<file path="src/rtl/dfi_pkg.sv">
package dfi_pkg;
  typedef enum logic {
    ART_PERPETUAL    = 1'b0,
    ART_INTERMITTENT = 1'b1
  } art_mode_e;

  typedef enum logic [1:0] {
    EV_NONE     = 2'd0,
    EV_AGREE    = 2'd1,
    EV_DISAGREE = 2'd2
  } duel_ev_e;
endpackage

</file>
<file path="src/rtl/suspect_tracker.sv">
module suspect_tracker
  import dfi_pkg::*;
#(
  parameter int NRES   = 16,
  parameter int RES_IW = $clog2(NRES)
) (
  input  logic              clk,
  input  logic              rst_n,
  input  logic              clr,
  input  duel_ev_e          ev,
  input  art_mode_e         mode,
  input  logic [NRES-1:0]   cand,
  output logic [NRES-1:0]   suspect,
  output logic              done,
  output logic [RES_IW-1:0] iso_idx
);

  function automatic logic [RES_IW:0] count_ones(input logic [NRES-1:0] v);
    logic [RES_IW:0] n;
    n = '0;
    for (int i = 0; i < NRES; i++) n = n + {{RES_IW{1'b0}}, v[i]};
    return n;
  endfunction

  function automatic logic [RES_IW-1:0] lowest_set(input logic [NRES-1:0] v);
    logic [RES_IW-1:0] k;
    k = '0;
    for (int i = NRES - 1; i >= 0; i--) begin
      if (v[i]) k = RES_IW'(i);
    end
    return k;
  endfunction

  // Named events, kept visible for the assertions below
  logic narrow_ev;
  logic exon_ev;

  assign done      = (count_ones(suspect) == (RES_IW+1)'(1));
  assign iso_idx   = lowest_set(suspect);
  assign narrow_ev = (ev == EV_DISAGREE) && !done;
  assign exon_ev   = (ev == EV_AGREE) && (mode == ART_PERPETUAL) && !done;

  always_ff @(posedge clk or negedge rst_n) begin
    if (!rst_n)         suspect <= '1;
    else if (clr)       suspect <= '1;
    else if (narrow_ev) suspect <= suspect & cand;
    else if (exon_ev)   suspect <= suspect & ~cand;
  end

  p_clear_all_r1: assert property (@(posedge clk) disable iff (!rst_n)
    clr |=> (&suspect));

  p_disc_narrow_r2: assert property (@(posedge clk) disable iff (!rst_n)
    (ev == EV_DISAGREE && !done && !clr) |=> ((suspect & ~$past(cand)) == '0));

  p_agree_exon_r3: assert property (@(posedge clk) disable iff (!rst_n)
    (ev == EV_AGREE && mode == ART_PERPETUAL && !done && !clr)
      |=> ((suspect & $past(cand)) == '0));

  p_intermit_hold_r4: assert property (@(posedge clk) disable iff (!rst_n)
    (ev == EV_AGREE && mode == ART_INTERMITTENT && !clr) |=> $stable(suspect));

  p_iso_hit_r5: assert property (@(posedge clk) disable iff (!rst_n)
    done |-> suspect[iso_idx]);

  p_freeze_r6: assert property (@(posedge clk) disable iff (!rst_n)
    (done && !clr) |=> $stable(suspect));

  p_idle_hold_r11: assert property (@(posedge clk) disable iff (!rst_n)
    (ev == EV_NONE && !clr) |=> $stable(suspect));

endmodule

</file>
<file path="src/rtl/fitness_bank.sv">
module fitness_bank #(
  parameter int NCFG   = 4,
  parameter int FIT_W  = 4,
  parameter int CFG_IW = 2
) (
  input  logic                       clk,
  input  logic                       rst_n,
  input  logic                       clr,
  input  logic                       upd,
  input  logic                       up,
  input  logic [CFG_IW-1:0]          idx,
  output logic [NCFG-1:0][FIT_W-1:0] fit
);

  localparam logic [FIT_W-1:0] FIT_MID = {1'b1, {(FIT_W-1){1'b0}}};
  localparam logic [FIT_W-1:0] FIT_MAX = {FIT_W{1'b1}};

  function automatic logic [FIT_W-1:0] sat_step(input logic [FIT_W-1:0] v,
                                                input logic inc);
    if (inc) return (v == FIT_MAX) ? v : v + 1'b1;
    return (v == '0) ? v : v - 1'b1;
  endfunction

  always_ff @(posedge clk or negedge rst_n) begin
    if (!rst_n) begin
      for (int i = 0; i < NCFG; i++) fit[i] <= FIT_MID;
    end else if (clr) begin
      for (int i = 0; i < NCFG; i++) fit[i] <= FIT_MID;
    end else if (upd) begin
      for (int i = 0; i < NCFG; i++) begin
        if (idx == CFG_IW'(i)) fit[i] <= sat_step(fit[i], up);
      end
    end
  end

  for (genvar g = 0; g < NCFG; g++) begin : g_chk
    logic hit;
    assign hit = upd && !clr && (idx == CFG_IW'(g));

    p_clear_mid_r1: assert property (@(posedge clk) disable iff (!rst_n)
      clr |=> (fit[g] == FIT_MID));

    p_sat_top_r7: assert property (@(posedge clk) disable iff (!rst_n)
      (hit && up && fit[g] == FIT_MAX) |=> (fit[g] == FIT_MAX));

    p_rise_r7: assert property (@(posedge clk) disable iff (!rst_n)
      (hit && up && fit[g] != FIT_MAX) |=> (fit[g] == $past(fit[g]) + 1'b1));

    p_sat_floor_r8: assert property (@(posedge clk) disable iff (!rst_n)
      (hit && !up && fit[g] == '0) |=> (fit[g] == '0));

    p_fall_r8: assert property (@(posedge clk) disable iff (!rst_n)
      (hit && !up && fit[g] != '0) |=> (fit[g] == $past(fit[g]) - 1'b1));

    p_idle_fit_r11: assert property (@(posedge clk) disable iff (!rst_n)
      (!upd && !clr) |=> $stable(fit[g]));
  end

endmodule

</file>
<file path="src/rtl/best_picker.sv">
module best_picker #(
  parameter int NCFG   = 4,
  parameter int FIT_W  = 4,
  parameter int CFG_IW = 2
) (
  input  logic                       clk,
  input  logic                       rst_n,
  input  logic [NCFG-1:0][FIT_W-1:0] fit,
  output logic [CFG_IW-1:0]          best
);

  logic [FIT_W-1:0] best_val;

  always_comb begin
    best     = '0;
    best_val = fit[0];
    for (int i = 1; i < NCFG; i++) begin
      if (fit[i] > best_val) begin
        best     = CFG_IW'(i);
        best_val = fit[i];
      end
    end
  end

  for (genvar g = 0; g < NCFG; g++) begin : g_chk
    p_pick_max_r9: assert property (@(posedge clk) disable iff (!rst_n)
      fit[g] <= fit[best]);

    p_pick_low_r9: assert property (@(posedge clk) disable iff (!rst_n)
      (CFG_IW'(g) < best) |-> (fit[g] < fit[best]));
  end

endmodule

</file>
<file path="src/rtl/dueling_isolator.sv">
module dueling_isolator
  import dfi_pkg::*;
#(
  parameter int NRES   = 16,
  parameter int NCFG   = 4,
  parameter int FIT_W  = 4,
  parameter int RES_IW = $clog2(NRES),
  parameter int CFG_IW = (NCFG > 1) ? $clog2(NCFG) : 1
) (
  input  logic              clk,
  input  logic              rst_n,
  input  logic              clr,
  input  logic              mode,
  input  logic              pair_valid,
  input  logic [CFG_IW-1:0] cfg_a,
  input  logic [CFG_IW-1:0] cfg_b,
  input  logic [NRES-1:0]   res_a,
  input  logic [NRES-1:0]   res_b,
  input  logic              match,
  output logic [NRES-1:0]   suspect,
  output logic              done,
  output logic [RES_IW-1:0] iso_idx,
  output logic [CFG_IW-1:0] pref_a,
  output logic [CFG_IW-1:0] pref_b
);

  duel_ev_e                   ev;
  logic [NRES-1:0]            cand;
  logic [NCFG-1:0][FIT_W-1:0] fit_a;
  logic [NCFG-1:0][FIT_W-1:0] fit_b;

  assign ev   = !pair_valid ? EV_NONE : (match ? EV_AGREE : EV_DISAGREE);
  assign cand = res_a | res_b;

  suspect_tracker #(.NRES(NRES), .RES_IW(RES_IW)) u_track (
    .clk     (clk),
    .rst_n   (rst_n),
    .clr     (clr),
    .ev      (ev),
    .mode    (art_mode_e'(mode)),
    .cand    (cand),
    .suspect (suspect),
    .done    (done),
    .iso_idx (iso_idx)
  );

  fitness_bank #(.NCFG(NCFG), .FIT_W(FIT_W), .CFG_IW(CFG_IW)) u_fit_a (
    .clk   (clk),
    .rst_n (rst_n),
    .clr   (clr),
    .upd   (pair_valid),
    .up    (match),
    .idx   (cfg_a),
    .fit   (fit_a)
  );

  fitness_bank #(.NCFG(NCFG), .FIT_W(FIT_W), .CFG_IW(CFG_IW)) u_fit_b (
    .clk   (clk),
    .rst_n (rst_n),
    .clr   (clr),
    .upd   (pair_valid),
    .up    (match),
    .idx   (cfg_b),
    .fit   (fit_b)
  );

  best_picker #(.NCFG(NCFG), .FIT_W(FIT_W), .CFG_IW(CFG_IW)) u_pick_a (
    .clk   (clk),
    .rst_n (rst_n),
    .fit   (fit_a),
    .best  (pref_a)
  );

  best_picker #(.NCFG(NCFG), .FIT_W(FIT_W), .CFG_IW(CFG_IW)) u_pick_b (
    .clk   (clk),
    .rst_n (rst_n),
    .fit   (fit_b),
    .best  (pref_b)
  );

  p_clear_wins_r10: assert property (@(posedge clk) disable iff (!rst_n)
    (clr && pair_valid) |=> ((&suspect) && !done));

endmodule

</file>
<file path="config.mk">
export PLATFORM = sky130hd
export DESIGN_NAME = dueling_isolator
export DESIGN_NICKNAME = d
export VERILOG_FILES = /design/src/rtl/dfi_pkg.sv /design/src/rtl/suspect_tracker.sv /design/src/rtl/fitness_bank.sv /design/src/rtl/best_picker.sv /design/src/rtl/dueling_isolator.sv
export SDC_FILE = /design/constraint.sdc
export NUM_CORES = 1
export LEC_CHECK = 0
export ABC_AREA = 1
export BUFFER_PORTS_ARGS = -buffer_cell sky130_fd_sc_hd__buf_4
export CORE_MARGIN = 5
export CORE_UTILIZATION = 60
export CTS_CLUSTER_DIAMETER = 50
export DETAILED_ROUTE_END_ITERATION = 10
export PLACE_DENSITY = 0.82
export RECOVER_POWER = 25
export SLEW_MARGIN = 15
export SYNTH_ARGS = -nofsm -noshare
export SYNTH_HDL_FRONTEND = slang
export SYNTH_HIERARCHICAL = 1
export SYNTH_SLANG_ARGS = --single-unit
</file>
<file path="constraint.sdc">
create_clock -name clk -period 5.6 [get_ports clk]
set_input_delay 1.12 -clock clk [delete_from_list [all_inputs] [get_ports clk]]
set_output_delay 1.12 -clock clk [all_outputs]
set_load 0.005 [all_outputs]
</file>
Yosys cells after proc, flatten, opt, wreduce, memory -nomap -nowiden
Index checks and enable logic that the tools add are counted.
{"block": "op_classes", "div_mod_pow": 0, "mux": 100, "n_eq_ne": 33, "bitwise_logic": 5, "mul": 0, "shifts": 0, "addsub": 31, "magnitude_cmp": 6, "n_reduce_logical": 32}
{"cell": "2-to-1 mux 4 bit", "n": 60}
{"cell": "2-to-1 mux 16 bit", "n": 7}
{"cell": "adder 5 x 1 -> 5 bit", "n": 14}
{"cell": "adder 4 x 1 -> 4 bit, second input constant", "n": 8}
{"cell": "bitwise AND 16 bit", "n": 2}
{"cell": "== test 4 bit, second input constant", "n": 8}
{"cell": "logical NOT 4 bit", "n": 8}
{"cell": "inequality test 4 bit, second input constant", "n": 8}
{"cell": "AND reduction 4 bit", "n": 8}
{"cell": "subtractor 4 x 1 -> 4 bit, second input constant", "n": 8}
{"cell": "2-to-1 mux 1 bit", "n": 27}
{"cell": "> comparator 4 bit", "n": 6}
{"cell": "inequality test 3 x 2 -> 1 bit, second input constant", "n": 8}
{"cell": "nonzero test 2 bit", "n": 9}
{"cell": "NOT 16 bit", "n": 1}
{"cell": "OR 16 bit", "n": 1}
{"cell": "2-to-1 mux 2 bit", "n": 6}
{"cell": "== test 2 bit, second input constant", "n": 5}
{"cell": "== test 2 x 1 -> 1 bit, second input constant", "n": 3}
{"cell": "== test 5 x 1 -> 1 bit, second input constant", "n": 1}
{"cell": "logical NOT 2 bit", "n": 2}
{"cell": "logical AND 1 bit", "n": 3}
{"cell": "nonzero test 3 bit", "n": 1}
{"cell": "adder 1 x 1 -> 2 bit", "n": 1}
{"cell": "2 further kinds", "n": 2}
{"block": "word_totals", "word_cells": 216, "n_memories": 0, "out_inout_bits": 25, "mem_bits_rw": 0, "register_bits": 48, "rom_bits": 0, "latchBits": 0}

Depth between registers and ports, before layout
Gate-level depths: netlist of the first run.
{"block": "logic_depth", "ltp_word": 21, "mapped_depth": 25, "depth_no_buf": 25}

Cells and area by module
The synthesis of the first run kept the hierarchy.
{"mod": "fitness_bank (u_fit_b)", "cells_each": 235, "instances": 1, "seq_area_each_um2": 405.4, "area_each_um2": 1506.4}
{"mod": "fitness_bank (u_fit_a)", "cells_each": 234, "instances": 1, "seq_area_each_um2": 405.4, "area_each_um2": 1471.4}
{"mod": "suspect_tracker", "cells_each": 176, "instances": 1, "seq_area_each_um2": 420.4, "area_each_um2": 1403.8}
{"mod": "best_picker", "cells_each": 73, "instances": 2, "seq_area_each_um2": 0.0, "area_each_um2": 441.7}
{"mod": "dueling_isolator", "cells_each": 52, "instances": 1, "seq_area_each_um2": 0.0, "area_each_um2": 197.7}

Least setup slack after synthesis of the first run
Ideal clock, no wire load.
{"block": "synth_path", "kind": "register to output", "startpoint": "reg u_track.suspect[5]", "endpoint": "out done", "required_time_ps": 4480, "n_path_buf": 0, "stages_incl_launch_ff": 15, "path_slack_ps": 776, "t_arrival_ps": 3704, "path_cell_list": "dfstp_2 -> inv_1 -> fa_1 -> inv_1 -> fa_1 -> fa_1 -> inv_1 -> fa_1 -> inv_1 -> ha_1 -> fa_1 -> nand3b_1 -> nor2_2 -> nand2_2 -> inv_1"}
{"block": "synth_via", "elab_chain_cells": 12}
{"element": "start, declared", "line_no": "suspect_tracker.sv:13", "rtl": "output logic [NRES-1:0] suspect,"}
{"element": "start signal, assigned", "line_no": "suspect_tracker.sv:46", "rtl": "else if (narrow_ev) suspect <= suspect & cand;"}
{"element": "start signal, assigned", "line_no": "suspect_tracker.sv:47", "rtl": "else if (exon_ev) suspect <= suspect & ~cand;"}
{"element": "adder 5 x 1 -> 5 bit (11 in a row)", "line_no": "suspect_tracker.sv:21", "rtl": "for (int i = 0; i < NRES; i++) n = n + {{RES_IW{1'b0}}, v[i]};"}
{"element": "== test 5 x 1 -> 1 bit", "line_no": "suspect_tracker.sv:38", "rtl": "assign done = (count_ones(suspect) == (RES_IW+1)'(1));"}
{"element": "end, declared", "line_no": "dueling_isolator.sv:21", "rtl": "output logic done,"}
No other way between the ends.

Worst setup path in the final report of the first run
Ends and elaborated chain as after synthesis.

==> impl_metrics.csv, run 1 <==
group,metric,value,unit
floorplan,die_x,105.4,um
outcome,outcome,"complete, but fails checks",
critical_path,r2r-start,"u_track/suspect[5]",
place,place_hpwl,9958,um
min_path,hold_class,"register to register",
critical_path,reg2reg_to,"u_track/suspect[10]",
global_route,grt_pass1_wl,22500,um
floorplan,dieArea,11110,um^2
outcome,violations,"capacitance limit, slew limit",
synthesis,synth-seq-area-share,0.2254,
global_route,use_met3,0.02628,
sta,tns,0,ns
synthesis,synth_top_area_share,0.1828,
synthesis,synth_flop_cell,"dfstp_2",
clock_network,numCtsBuffers,5,
min_path,worstHoldPathCells,2,
synthesis,synth-edff-count,0,
cells_and_area,nNetsFinal,1007,
place,portBuffers,66,
synthesis,synth_top_area_cell,"nand2_1",
clock_network,clk_pin_slew,0.08,ns
detailed_routing,drtIter0Drc,234,
floorplan,fp-row-count,34,
detailed_routing,drt-total-wl,13010,um
global_route,antenna_found_initial,0,
synthesis,async_flop_share,1.000,
sta,fin_crit,5.349,ns
clock_network,cts.repair.resized,0,
critical_path,startpoint_type,"register",
synthesis,synth_warnings,6,
detailed_routing,viasPerCell,5.192,
place,dpl_cell_area,5977,um^2
synthesis,synth.distinct_cells,35,
detailed_routing,ant_nets,0,
job,maxCapViolCount,1,
sta,period_share,0.9552,
clock_network,hold_buffers,0,
clock_network,clockRootBuffer,"clkbuf_8",
synthesis,synthCells,843,
cells_and_area,design_area,6055,um^2
sta,tightest_slew,2.541,ns
critical_path,reg2reg_depth,18,
clock_network,cts_sinks,48,
place,gp_congestion,0.8983,
cells_and_area,drive_gt1_frac,0.1672,
global_route,overflow,0,
global_route,grt_use_met1,0.2967,
critical_path,crit_path_max_fanout,4,
floorplan,start_util,0.6203,
detailed_routing,num_vias,5249,
sta,hold_viol_final,0,
clock_network,postCtsSetupRepairBufs,0,
cells_and_area,diodes,0,
global_route,grt_max_degree,49,
sta,max_freq,187.0,MHz
clock_network,cts_tree,"done",
critical_path,cp-end-kind,"output pin",
critical_path,critPathKind,"register to output pin",
floorplan,ios,67,
global_route,track_usage,0.2364,
min_path,min_from,"u_track/suspect[9]",
critical_path,required,4.48,ns
floorplan,placeableCoreArea,8806,um^2
synthesis,syn_nets,948,
global_route,grtUsageMet2,0.4353,
min_path,hold_end,"u_track/suspect[9]",
sta,relSlewSlack,-0.6942,
global_route,grt_pass1_vias,5029,
clock_network,cts_max_level,2,
clock_network,insertion_delay,0.30,ns
sta,setup_viol,0,
synthesis,synth_common_cells,"nand2_1, inv_1, nand3_1, nor2_1, ha_1",
clock_network,clockBufferDepth,2,
global_route,top_usage_layer,"met2",
sta,grt_setup_unrepaired,"no",
synthesis,ys_ff_latch,48,
synthesis,synth_area_leaders,"nand2_1, dfstp_2, dfrtp_1",
sta,drv_slew,49,
synthesis,syn_area,5463,um^2
cells_and_area,area_delta_synth_final,10.83,%
synthesis,avgSynthCellArea,6.480,um^2
sta,clock_skew,0.009463,ns
detailed_routing,first_pass_iters,5,
synthesis,yosysMostFrequentCell,"nand2_1",
floorplan,dieHeight,105.4,um
detailed_routing,routedWlPerCell,12.87,um
critical_path,r2r_slack,0.74,ns
detailed_routing,drc,0,
critical_path,critPathArrivalTime,4.23,ns
## worst max path at each step
stage	from	depth (start not counted)	endpoint
after floorplan	u_track/suspect[5]	14	done
after global placement	u_track/suspect[5]	15	done
after detailed placement	u_track/suspect[5]	15	done
after CTS	u_track/suspect[5]	15	done
after global routing	u_track/suspect[5]	15	done
final	u_track/suspect[5]	15	done
## layout make-up
cell class	instances	area, um^2
Timing Repair Buffer	66	491.7
Multi-Input combinational cell	619	3507
Inverter	162	608.1
Clock buffer	7	76.32
Fill cell	799	2751
Clock inverter	1	5.005
Tap cell	108	135.1
Sequential cell	48	1231
## stage by stage
| step | std cells | hold WS (ns) | utilization | setup slack (ns) |
|---|---|---|---|---|
| CTS | 1011 | 0.5046 | 0.6880 | 0.2112 |
| global placement | 1003 | 0.4820 | 0.6787 | 0.6317 |
| detailed placement | 1003 | 0.4920 | 0.6787 | 0.5531 |
| global route | 1011 | 0.5229 | 0.6876 | 0.03822 |
| floorplan | 843 | 0.4777 | - | 0.7757 |
| finish | 1011 | 0.5050 | 0.6876 | 0.2512 |
## critical path, stage by stage, from the launching register on
cell and delay, ns:
dfstp_2 0.55, inv_1 0.08, fa_1 0.55, inv_1 0.05
fa_1 0.46, fa_1 0.52, inv_1 0.05, fa_1 0.47
inv_1 0.04, ha_1 0.19, fa_1 0.42, nand3b_1 0.18
nor2_2 0.10, nand2_2 0.10, inv_1 0.07, buf_4 0.10
## logic make-up (layout without fill, tap and decap cells)
family | after synthesis | count (layout) | share of synthesized area
xor gates and xnor gates | 24 | 24 | 0.03848
buffers and inverters | 176 | 236 | 0.1326
DFF | 48 | 48 | 0.2254
and+or+nand+nor | 479 | 479 | 0.3827
AOI/OAI and AO/OA | 53 | 53 | 0.05177
adders and majority gates | 63 | 63 | 0.1690
## metal layers
metal,wire length (um),share of wire,vias up
met2,6752,0.52,131
met4,102,0.0078,0
li1,-,-,2677
met5,0,0,-
met3,540,0.042,9
met1,5611,0.43,2432
## state kept, by name (all words and copies together) (netlist names)
name and count:
u_track/suspect 16, u_fit_b/fit 16, u_fit_a/fit 16
## placed cells by master (no fill, tap or decap)
cell type	n
nand2_1	266
inv_1	144
nand3_1	76
nor2_1	75
buf_4	65
ha_1	45
dfrtp_1	24
dfstp_2	24
o21ai_0	22
nand2_2	22
fa_1	18
o21ai_1	16
xnor2_1	16
inv_2	15
a21oi_1	11
xor2_1	8
or2_2	8
and2_1	8
or2_0	6
clkbuf_8	5
nand2_4	5
clkbuf_1	3
clkinv_1	3
nor2_2	2
or2_1	2
nand3_2	2
o21bai_1	2
nor4_1	2
nor3_1	2
clkinv_2	1
a31oi_1	1
nand4_1	1
nand3b_1	1
nand3_4	1
a21oi_4	1
Power of run 1 is not shown: default switching activity piles up to over one toggle a cycle in this logic, so the estimate is an artifact.
==> inputs of run 2 (changes only) <==
--- a/config.mk
+++ b/config.mk
@@ -11,7 +11,7 @@
 export CORE_UTILIZATION = 60
 export CTS_CLUSTER_DIAMETER = 50
 export DETAILED_ROUTE_END_ITERATION = 10
-export PLACE_DENSITY = 0.82
+export PLACE_DENSITY_LB_ADDON = 0.05
 export RECOVER_POWER = 25
 export SLEW_MARGIN = 15
 export SYNTH_ARGS = -nofsm -noshare
==> run 2 against run 1 <==
Effect of this change:
- the flow still finishes with violations (capacitance limit, slew limit)
- first-iteration DRC count down 7.7%
- sequential share of layout area shrank 0.13 points
- critical path depth unchanged
- count of clock-buffer cells in the layout fell by 1
- global-route usage rose by 0.15 points
- cell count up 0.20%
- via count shrank 0.13%
- cell area grew 0.64%
- die area unchanged
- non-clock buffer count rose by 2
- routed wire length shrank 0.53%
==> impl_metrics.csv, run 2 (same netlist as run 1, synthesis figures left out) <==
group,metric,value,unit
clock_network,cts_tree,"done",
place,portBuffers,66,
detailed_routing,first_pass_iters,6,
sta,tns,0,ns
global_route,grt_max_degree,49,
global_route,grt_pass1_vias,5183,
floorplan,dieHeight,105.4,um
clock_network,insertion_delay,0.30,ns
critical_path,crit_family,"adder cells",
min_path,min_from,"u_track/suspect[7]",
critical_path,critPathArrivalTime,4.25,ns
critical_path,critPathKind,"register to output pin",
outcome,outcome,"complete, but fails checks",
critical_path,crit_path_max_fanout,3,
detailed_routing,viasPerCell,5.175,
outcome,violations,"capacitance limit, slew limit",
floorplan,die_x,105.4,um
critical_path,cp-end-kind,"output pin",
critical_path,cpPeakStageDelay,0.55,ns
min_path,hold_end,"u_track/suspect[7]",
cells_and_area,reg_top3,"u_fit_a/fit (16), u_fit_b/fit (16), u_track/suspect (16)",
global_route,overflow,0,
sta,relSlewSlack,-0.7370,
cells_and_area,layout_common_cells,"nand2_1, inv_1, nand3_1",
sta,drv_slew,49,
cells_and_area,area_delta_synth_final,11.54,%
clock_network,clockBufferDepth,2,
place,gp_congestion,0.9070,
sta,fin_crit,5.368,ns
global_route,grt_pass1_wl,22510,um
cells_and_area,diodes,0,
sta,hold_viol_final,0,
sta,clock_skew,0.003208,ns
global_route,antenna_found_initial,0,
min_path,worstHoldPathCells,2,
sta,setup_viol,0,
critical_path,startpoint_type,"register",
min_path,hold_class,"register to register",
cells_and_area,nNetsFinal,1009,
detailed_routing,routedWlPerCell,12.77,um
detailed_routing,ant_nets,0,
critical_path,cp_num_buf_inv,6,
floorplan,placeableCoreArea,8806,um^2
critical_path,reg2reg_to,"u_track/suspect[13]",
cells_and_area,layout_commonest_cell,"nand2_1",
job,maxCapViolCount,1,
clock_network,cts_sinks,48,
critical_path,r2r_slack,0.74,ns
place,place_hpwl,10010,um
sta,period_share,0.9585,
sta,grt_setup_unrepaired,"no",
clock_network,clockRootBuffer,"clkbuf_8",
critical_path,reg2reg_depth,18,
global_route,track_usage,0.2378,
floorplan,ios,67,
critical_path,r2r-start,"u_track/suspect[5]",
cells_and_area,drive_gt1_frac,0.1713,
sta,max_freq,186.3,MHz
floorplan,dieArea,11110,um^2
sta,tightest_slew,2.605,ns
floorplan,fp-row-count,34,
critical_path,cp_slowest_cell,"dfstp_2",
clock_network,cts_max_level,2,
clock_network,cts.repair.resized,0,
detailed_routing,drt-total-wl,12940,um
floorplan,start_util,0.6203,
detailed_routing,drc,0,
detailed_routing,num_vias,5242,
clock_network,clk_pin_slew,0.09,ns
detailed_routing,drtIter0Drc,216,
critical_path,required,4.48,ns
clock_network,numCtsBuffers,5,
critical_path,worstPathCellList,"inv_1 -> fa_1 -> inv_1 -> fa_1 -> fa_1 -> inv_1 -> fa_1 -> inv_1 -> ha_1 -> fa_1 -> nand3b_1 -> nor2_2 -> nand2_2 -> inv_1 -> buf_4",
[run 2: worst reg2reg max path, cell delays in order (launching register included)]
cell and delay, ns:
dfstp_2 0.55, inv_1 0.08, fa_1 0.54, inv_1 0.05, fa_1 0.46, fa_1 0.52, inv_1 0.05, fa_1 0.48
inv_1 0.05, ha_1 0.20, fa_1 0.43, nand3b_1 0.18, nor2_2 0.10, nand2_2 0.10, nand3_4 0.24, nand2_2 0.10
a21oi_4 0.37, o21ai_0 0.20, nand2_1 0.10
[run 2: per-stage QoR]
stage	setup slack (ns)	std cells	instance area (um^2)	hold WS, ns	utilization
after floorplan	0.7757	843	5463	0.4777	-
after global placement	0.6261	1003	5977	0.4850	0.6787
after detailed placement	0.5312	1003	5977	0.4877	0.6787
after CTS	0.1766	1011	6082	0.5014	0.6907
after global routing	0.01359	1013	6093	0.5210	0.6920
final	0.2324	1013	6093	0.4999	0.6920
[run 2: cell type report]
| class | instances | area (um^2) |
|---|---|---|
| inverter | 162 | 608.1 |
| timing repair buffer | 68 | 506.7 |
| fill | 828 | 2713 |
| tap | 108 | 135.1 |
| clock inverter | 2 | 11.26 |
| multi-input combinational | 619 | 3507 |
| clock buffer | 6 | 93.84 |
| sequential | 48 | 1231 |
[run 2: metal layers]
layer | part of all wire | global-route usage
met1 | 0.43 | 0.2907
met3 | 0.045 | 0.03301
met5 | 0 | 0
met2 | 0.51 | 0.4208
met4 | 0.018 | 0.09653
[run 2: repair_timing]
item / in CTS / in global routing
hold buffers: 0 / 0
setup buffers: 0 / 2
endpoints found under the setup margin: 0 / 1
[run 2: worst max path at each step]
stage / from / endpoint / cells after the start / slack [ns]
final: u_track/suspect[5] / done / 15 / 0.23
after CTS: u_track/suspect[5] / done / 15 / 0.18
after global routing: u_track/suspect[5] / done / 15 / 0.01
after global placement: u_track/suspect[5] / done / 15 / 0.63
after floorplan: u_track/suspect[5] / done / 14 / 0.78
after detailed placement: u_track/suspect[5] / done / 15 / 0.53
Power of run 2 is left out for the same reason.
==> inputs of run 3 (changes only) <==
--- a/config.mk
+++ b/config.mk
@@ -6,7 +6,7 @@
 export NUM_CORES = 1
 export LEC_CHECK = 0
 export ABC_AREA = 1
-export BUFFER_PORTS_ARGS = -buffer_cell sky130_fd_sc_hd__buf_4
+export BUFFER_PORTS_ARGS = -buffer_cell sky130_fd_sc_hd__buf_2
 export CORE_MARGIN = 5
 export CORE_UTILIZATION = 60
 export CTS_CLUSTER_DIAMETER = 50
==> run 3 against run 2 <==
Effect of this change:
- the run still ends with capacitance limit, slew limit left
- count of clock-buffer cells in the layout increased by 1
- clock skew increased by 0.0034 ns
- sequential cell count stayed put
- non-clock buffer count decreased by 1
- first-iteration DRC count is 4.2% lower
- routed wire length is 2.6% lower
- via count fell by 0.63%
- die area unchanged
- cell count about the same
- critical endpoint unchanged
- worst hold slack worse by 0.0035 ns
- register-to-register slack barely moved
- core utilization decreased by 2.2 points
==> impl_metrics.csv, run 3 (same netlist as run 1, synthesis figures left out) <==
group,metric,value,unit
global_route,top_usage_layer,"met2",
global_route,grt_pass1_vias,5024,
critical_path,cpPeakStageDelay,0.56,ns
clock_network,postCtsSetupRepairBufs,0,
sta,tns,0,ns
floorplan,placeableCoreArea,8806,um^2
global_route,overflow,0,
cells_and_area,layout_common_cells,"nand2_1, inv_1, nand3_1",
clock_network,cts_sinks,48,
detailed_routing,routedWlPerCell,12.45,um
cells_and_area,reg_top3,"u_fit_a/fit (16), u_fit_b/fit (16), u_track/suspect (16)",
cells_and_area,fill_cells,807,
cells_and_area,multi_input_area,3507,um^2
clock_network,clockBufferDepth,2,
sta,holdWs,0.4965,ns
detailed_routing,viasPerCell,5.147,
cells_and_area,nNetsFinal,1008,
min_path,hold_class,"register to register",
floorplan,ios,67,
critical_path,crit_family,"adder cells",
global_route,use_met3,0.02812,
critical_path,cp_slowest_cell,"dfstp_2",
place,gp_congestion,0.9047,
clock_network,numCtsBuffers,5,
detailed_routing,drt-total-wl,12600,um
sta,grt_setup_unrepaired,"no",
clock_network,insertion_delay,0.29,ns
global_route,grt_use_met1,0.2818,
cells_and_area,layout_commonest_cell,"nand2_1",
sta,max_freq,186.0,MHz
critical_path,worstPathCellList,"inv_1 -> fa_1 -> inv_1 -> fa_1 -> fa_1 -> inv_1 -> fa_1 -> inv_1 -> ha_1 -> fa_1 -> nand3b_1 -> nor2_2 -> nand2_2 -> inv_1 -> buf_2",
critical_path,critPathArrivalTime,4.26,ns
sta,relSlewSlack,-0.7195,
sta,fin_crit,5.377,ns
detailed_routing,drc,0,
critical_path,crit_path_max_fanout,4,
global_route,grtUsageMet2,0.4362,
critical_path,critPathKind,"register to output pin",
cells_and_area,diodes,0,
clock_network,cts_max_level,2,
detailed_routing,ant_nets,0,
global_route,track_usage,0.2313,
clock_network,clk_pin_slew,0.08,ns
clock_network,cts_tree,"done",
critical_path,required,4.48,ns
sta,drv_slew,49,
clock_network,hold_buffers,0,
detailed_routing,drtIter0Drc,207,
job,maxCapViolCount,1,
cells_and_area,finish.utilization,0.6699,
sta,hold_viol_final,0,
critical_path,startpoint_type,"register",
outcome,violations,"capacitance limit, slew limit",
place,portBuffers,66,
cells_and_area,register_area,1231,um^2
outcome,outcome,"complete, but fails checks",
sta,clock_skew,0.006577,ns
sta,period_share,0.9603,
sta,tightest_slew,2.579,ns
global_route,antenna_found_initial,0,
floorplan,dieHeight,105.4,um
cells_and_area,drive_gt1_frac,0.1681,
detailed_routing,num_vias,5209,
critical_path,cp_num_buf_inv,6,
critical_path,cp-end-kind,"output pin",
clock_network,clockRootBuffer,"clkbuf_8",
floorplan,fp-row-count,34,
global_route,grt_pass1_wl,22000,um
global_route,grt_max_degree,49,
detailed_routing,first_pass_iters,5,
floorplan,start_util,0.6203,
clock_network,cts.repair.resized,0,
sta,setup_viol,0,
place,place_hpwl,9685,um
floorplan,die_x,105.4,um
floorplan,dieArea,11110,um^2
cells_and_area,area_delta_synth_final,7.994,%
-- run 3: path summary, 6_finish.rpt --
path	from	endpoint	slack, ns	cells after the start
setup / recovery	u_track/suspect[5]	done	0.22	15
setup reg to reg	u_track/suspect[5]	u_track/suspect[11]	0.73	18
hold / removal	u_track/suspect[7]	u_track/suspect[7]	0.50	2
hold reg to reg	u_track/suspect[7]	u_track/suspect[7]	0.50	2
min in group asynchronous	rst_n	u_fit_a/fit[1]	1.61	1
max in group asynchronous	rst_n	u_fit_a/fit[9]	2.51	1
-- run 3: metal layers --
metal | share of wire | routed length, um
met5 | 0 | 0
met2 | 0.52 | 6539
met1 | 0.43 | 5382
met4 | 0.0062 | 78
met3 | 0.047 | 597
-- run 3: stage by stage --
step	worst slack, ns	cells	area [um^2]
2_1_floorplan	0.7757	843	5463
3_3_place_gp	0.6355	1004	5819
3_5_place_dp	0.5109	1004	5819
4_1_cts	0.1869	1012	5901
5_1_grt	0.005905	1012	5899
6_report	0.2225	1012	5899
-- run 3: area by class of cell --
type | instances | area share
clock buffers | 7 | 0.01294
well taps | 108 | 0.02291
flip-flops and latches | 48 | 0.2087
inverters | 162 | 0.1031
repair buffers | 67 | 0.05705
clock inverters | 1 | 0.0008484
multi-input cells | 619 | 0.5945
-- run 3: worst min-delay path: stages, from the launching register on --
cell	delay (ns)
dfstp_2	0.38
o21ai_1	0.06
nand2_1	0.05
Power of run 3 is left out for the same reason.
